===== config.mk =====
export PLATFORM = sky130hd
export DESIGN_NAME = cache_tune_fsm
export DESIGN_NICKNAME = d
export VERILOG_FILES = /design/src/rtl/cache_tune_fsm.sv
export SDC_FILE = /design/constraint.sdc
export NUM_CORES = 1
export LEC_CHECK = 0
export BUFFER_PORTS_ARGS = -buffer_cell sky130_fd_sc_hd__buf_2
export CAP_MARGIN = 10
export CORE_MARGIN = 3
export CORE_UTILIZATION = 53
export CTS_CLUSTER_DIAMETER = 200
export DETAILED_ROUTE_END_ITERATION = 7
export GPL_ROUTABILITY_DRIVEN = 0
export PLACE_DENSITY = 0.76
export SLEW_MARGIN = 20
export SYNTH_ARGS = -nofsm -noshare
export SYNTH_HDL_FRONTEND = slang
export SYNTH_SLANG_ARGS = --single-unit

===== constraint.sdc =====
create_clock -name clk -period 2.8 [get_ports clk]
set_clock_uncertainty 0.1 [all_clocks]
set_input_delay 0.56 -clock clk [delete_from_list [all_inputs] [get_ports clk]]
set_output_delay 0.56 -clock clk [all_outputs]
set_load 0.05 [all_outputs]

===== src/rtl/cache_tune_fsm.sv =====
module cache_tune_fsm #(
  parameter int EW = 16,
  parameter int CW = 4
) (
  input  logic          clk,
  input  logic          rst_n,
  input  logic          start,
  input  logic [EW-1:0] energy,
  input  logic          energy_valid,
  input  logic          flush_ack,
  output logic          flush_req,
  output logic          meas_start,
  output logic [1:0]    cfg_size,
  output logic [1:0]    cfg_line,
  output logic [1:0]    cfg_ways,
  output logic          cfg_wpred,
  output logic          busy,
  output logic          done,
  output logic [CW-1:0] eval_count
);

  localparam int       CFGW   = 7;
  localparam logic [CFGW-1:0] INIT = '0;
  localparam logic [1:0] TOPC = 2'd2;
  localparam logic [CW-1:0] LIMIT = CW'(10);

  typedef enum logic [2:0] {S_IDLE, S_FLUSH, S_MEAS, S_DECIDE, S_ADV, S_DONE} st_t;
  typedef enum logic [2:0] {P_SIZE, P_LINE, P_WAYS, P_WPRED, P_END} ph_t;

  st_t              st;
  ph_t              ph;
  logic [CFGW-1:0]  cur, best, cand;
  logic [EW-1:0]    best_e, last_e;
  logic             fin, go, cand_ok, improved;

  assign {cfg_size, cfg_line, cfg_ways, cfg_wpred} = cur;
  assign flush_req  = (st == S_FLUSH);
  assign meas_start = go;
  assign busy       = (st != S_IDLE) && (st != S_DONE);
  assign improved   = (eval_count == CW'(1)) || (last_e < best_e);

  always_comb begin
    cand    = best;
    cand_ok = 1'b0;
    case (ph)
      P_SIZE:  if (best[6:5] < TOPC) begin cand[6:5] = best[6:5] + 2'd1; cand_ok = 1'b1; end
      P_LINE:  if (best[4:3] < TOPC) begin cand[4:3] = best[4:3] + 2'd1; cand_ok = 1'b1; end
      P_WAYS:  if (best[2:1] < TOPC && (best[2:1] + 2'd1) <= best[6:5]) begin
                 cand[2:1] = best[2:1] + 2'd1; cand_ok = 1'b1;
               end
      P_WPRED: if (best[2:1] != 2'd0 && !best[0]) begin cand[0] = 1'b1; cand_ok = 1'b1; end
      default: cand_ok = 1'b0;
    endcase
  end

  always_ff @(posedge clk) begin
    if (!rst_n) begin
      st <= S_IDLE; ph <= P_SIZE; cur <= INIT; best <= INIT;
      best_e <= '0; last_e <= '0; fin <= 1'b0; go <= 1'b0;
      done <= 1'b0; eval_count <= '0;
    end else begin
      go <= 1'b0;
      case (st)
        S_IDLE, S_DONE:
          if (start) begin
            cur <= INIT; best <= INIT; ph <= P_SIZE; fin <= 1'b0;
            eval_count <= '0; done <= 1'b0; st <= S_FLUSH;
          end
        S_FLUSH:
          if (flush_ack) begin
            if (fin) begin st <= S_DONE; done <= 1'b1; end
            else begin st <= S_MEAS; go <= 1'b1; end
          end
        S_MEAS:
          if (energy_valid) begin
            last_e <= energy; eval_count <= eval_count + CW'(1); st <= S_DECIDE;
          end
        S_DECIDE: begin
          if (improved) begin best <= cur; best_e <= last_e; end
          else ph <= ph_t'(ph + 3'd1);
          st <= S_ADV;
        end
        S_ADV:
          if (cand_ok) begin cur <= cand; st <= S_FLUSH; end
          else if (ph == P_END) begin
            if (cur != best) begin cur <= best; fin <= 1'b1; st <= S_FLUSH; end
            else begin st <= S_DONE; done <= 1'b1; end
          end else ph <= ph_t'(ph + 3'd1);
        default: st <= S_IDLE;
      endcase
    end
  end

  AST_CFG_CHANGE_FLUSHED: assert property (@(posedge clk) disable iff (!rst_n)
    !$stable(cur) |-> flush_req);
  AST_MEAS_AFTER_ACK: assert property (@(posedge clk) disable iff (!rst_n)
    meas_start |-> $past(flush_ack));
  AST_WAYS_FIT: assert property (@(posedge clk) disable iff (!rst_n)
    cfg_ways <= cfg_size);
  AST_WPRED_MULTI: assert property (@(posedge clk) disable iff (!rst_n)
    cfg_wpred |-> cfg_ways != 2'd0);
  AST_EVAL_LIMIT: assert property (@(posedge clk) disable iff (!rst_n)
    eval_count <= LIMIT);
  AST_DONE_HOLD: assert property (@(posedge clk) disable iff (!rst_n)
    done && !start |=> done && $stable(cur));
  AST_DONE_IDLE: assert property (@(posedge clk) disable iff (!rst_n)
    !(done && busy));
  AST_CODE_RANGE: assert property (@(posedge clk) disable iff (!rst_n)
    cfg_size != 2'd3 && cfg_line != 2'd3 && cfg_ways != 2'd3);

endmodule


==> metrics.yaml <==
clocking:
  ctsResizeCount: 0
  cts_tree: "done"
  clk_latency_ns: 0.34
  clock-sinks: 59
  postCtsSetupBuffers: 0
  cts_root_buf: "clkbuf_8"
  numCtsBuffers: 9
  cts_max_level: 3
  clk_pin_slew_worst_paths_ns: 0.07
  cts_buffer_depth: 2
  holdBufCountCts: 0
sta:
  tightest_slew_ns: 0.6755
  max_slew_margin_pct: 54.84
  hold_viol: 0
  slew_viol_final: 0
  finalCriticalPeriod_ns: 2.644
  final.setup.tns_ns: 0
  max_freq_mhz: 378.3
  rsz0062_at_grt: "false"
  setup_viol: 0
  fin_crit_sh_pct: 94.41
critical_path:
  cpMostUsedCell: "ha_1"
  path_cells: "inv_1 > ha_1 > ha_1 > nor2b_1 > o21ai_2 > a311oi_4 > o32a_1 > and2_0 > a211o_1"
  cp_slowest_cell: "o32a_1"
  path_depth: 9
  cp-end-kind: "register"
  crit_type: "reg2reg"
  cpPeakStageDelay_ns: 0.41
  regToRegSetupSlack_ns: 0.16
  reg2reg_depth: 9
  start_kind: "register"
  r2r-end: "cur[0]$_SDFFE_PN0P_"
  crit_buf_inv: 1
  rr_startpoint: "best[2]$_SDFFE_PN0P_"
  worstPathArrival_ns: 2.77
  cp.required_ns: 2.93
  crit_start: "best[2]$_SDFFE_PN0P_"
  worstSetupEndpoint: "cur[0]$_SDFFE_PN0P_"
  crit_family: "compound AO/OA/AOI/OAI gates"
  critical_path.max_fanout: 4
global_routing:
  antenna_found_initial: 0
  grt_max_degree: 32
  first_global_vias: 2804
  overflow: 0
  track_usage_pct: 20.98
  grt_pass1_wl_um: 12500
placement:
  portBuffers: 35
  post_dp_cell_area_um2: 3710
  place_hpwl_um: 5284
synthesis:
  yosysTopAreaCellShare_pct: 34.29
  yosysMostFrequentCell: "dfxtp_1"
  synth_top_area_cell: "dfxtp_1"
  syn_area_um2: 3445
  syn_nets: 457
  synth_edf_count: 0
  synth-main-ff-cell: "dfxtp_1"
  synth_area_leaders: "dfxtp_1 34%, ha_1 9.8%, nand2_1 6.3%"
  postSynthAreaPerCell_um2: 8.422
  synth-seq-area-share_pct: 34.29
  yosysUniqueCellTypes: 61
  synthCells: 409
  ys_warn_count: 0
  synth-async-reset-ratio_pct: 0
  ys_seq_elements: 59
  synthTopCellsByCount: "59 x dfxtp_1, 58 x nand2_1, 35 x inv_1, 27 x ha_1, 21 x nor2b_1"
die:
  num_rows: 28
  die_width_um: 86.62
  core-area_um2: 6096
  io_pins: 36
  die-area_um2: 7502
  initial_utilization_pct: 56.51
  chipHeight_um: 86.62
final_layout:
  final_cell_area_um2: 3904
  syn_to_final_growth_pct: 13.33
  diodes: 0
  fillerInstances: 534
  drive_gt1_share_pct: 16.59
  nets: 495
drt:
  final_antenna_net_count: 0
  drcViolationCount: 0
  drt_iter0_markers: 148
  avgViaCountPerCell: 5.630
  drt_pass1_iterations: 5
  wl_per_cell_um: 13.82
  vias: 2967
  drt_wl_total_um: 7281
run_status:
  status: "finished, final reports clean"
power:
  ir_worst_vdd_uv: 636.9
  leakage_uw: 0.001597
  powerDensity_nw_per_um2: 722.3
  finalPower_uw: 2819
run:
  maxCapViolations: 0
worst_hold_path:
  hp-class: "in2reg"
-- worst reg2reg max path, delay by kind of cell, from the launching register on --
family	cells	cell delay (ns)
adders and majority gates	2	0.61
DFF	1	0.33
AOI/OAI and AO/OA	4	1.08
buffers and inverters	1	0.10
and+or+nand+nor	2	0.31
-- per-layer routing --
layer	share of wire [%]	vias up	GRT usage, %
li1	-	1481	-
met1	47	1401	26.70
met2	47	70	33.59
met3	4.1	15	3.422
met4	2.3	0	11.90
met5	0	-	0
-- power by group --
part	switching, uW	internal (uW)	total (uW)
logic	667	376	1040
registers	105	909	1010
clock network	331	430	761
total	1100	1720	2820
-- sequential cells by signal (all words and copies together) (netlist names) --
| register | cells |
|---|---|
| fin | 1 |
| cur | 7 |
| eval_count | 4 |
| st | 3 |
| best_e | 16 |
| done | 1 |
| ph | 3 |
| meas_start | 1 |
| best | 7 |
| last_e | 16 |
-- cell type report --
| class | instances | area [um^2] | area share, % |
|---|---|---|---|
| Multi-Input combinational cell | 297 | 2044 | 52.37 |
| Sequential cell | 59 | 1181 | 30.26 |
| Timing Repair Buffer | 44 | 255.2 | 6.538 |
| Clock buffer | 11 | 141.4 | 3.622 |
| Inverter | 36 | 135.1 | 3.462 |
| Tap cell | 75 | 93.84 | 2.404 |
| Clock inverter | 5 | 52.55 | 1.346 |
-- cells by family (layout without fill, tap and decap cells) --
family	Yosys count	in the layout	synth area share (%)
multiplexers	20	20	5.848
XOR/XNOR	11	11	2.797
AO/OA/AOI/OAI	92	92	19.36
AND/OR/NAND/NOR	146	146	21.25
buffers and inverters	53	96	6.357
flip-flops	59	59	34.29
adder cells (fa/ha/maj)	28	28	10.10
-- cell usage in the layout, fill, tap and decap left out, types with 2 or more instances in the layout --
master and instances:
clkinv_2 3, ha_1 27, buf_4 8, xnor2_1 9, or2_2 4, and3_1 4
a211o_1 2, o211ai_1 4, buf_2 35, clkbuf_8 10, nand2b_1 4, nor2b_1 21
nand3_1 9, nand4_1 6, mux2i_1 19, a21boi_0 18, o21ai_1 2, a21boi_1 8
a31oi_1 6, nor2_1 18, o22ai_1 4, xor2_1 2, a21oi_1 14, or2_0 7
nor3_1 3, nand3b_1 2, inv_1 35, o21ai_0 14, dfxtp_1 59, nand2_1 58
and2_1 2
-- stage by stage --
step           std cells  setup WS (ns)  util [%]  hold WS [ns]
2_1_floorplan        409         0.2082         -        0.3562
3_3_place_gp         511         0.2809     60.86        0.3631
3_5_place_dp         511         0.1274     60.86        0.3810
4_1_cts              527         0.1189     64.04        0.3467
5_1_grt              527        0.03026     64.04        0.3551
6_report             527         0.1565     64.04        0.3572
-- how the worst min path moves through the flow --
stage | slack [ns] | cells past startpoint | end | startpoint
after CTS | 0.35 | 3 | last_e[14]$_SDFFE_PN0P_ | energy[14]
after global routing | 0.36 | 3 | last_e[5]$_SDFFE_PN0P_ | energy[5]
after floorplan | 0.36 | 2 | last_e[0]$_SDFFE_PN0P_ | last_e[0]$_SDFFE_PN0P_
after global placement | 0.36 | 1 | done$_SDFFE_PN0P_ | done$_SDFFE_PN0P_
final | 0.36 | 3 | last_e[1]$_SDFFE_PN0P_ | energy[1]
after detailed placement | 0.38 | 2 | last_e[13]$_SDFFE_PN0P_ | last_e[13]$_SDFFE_PN0P_
(Power assumes the default switching activity.)
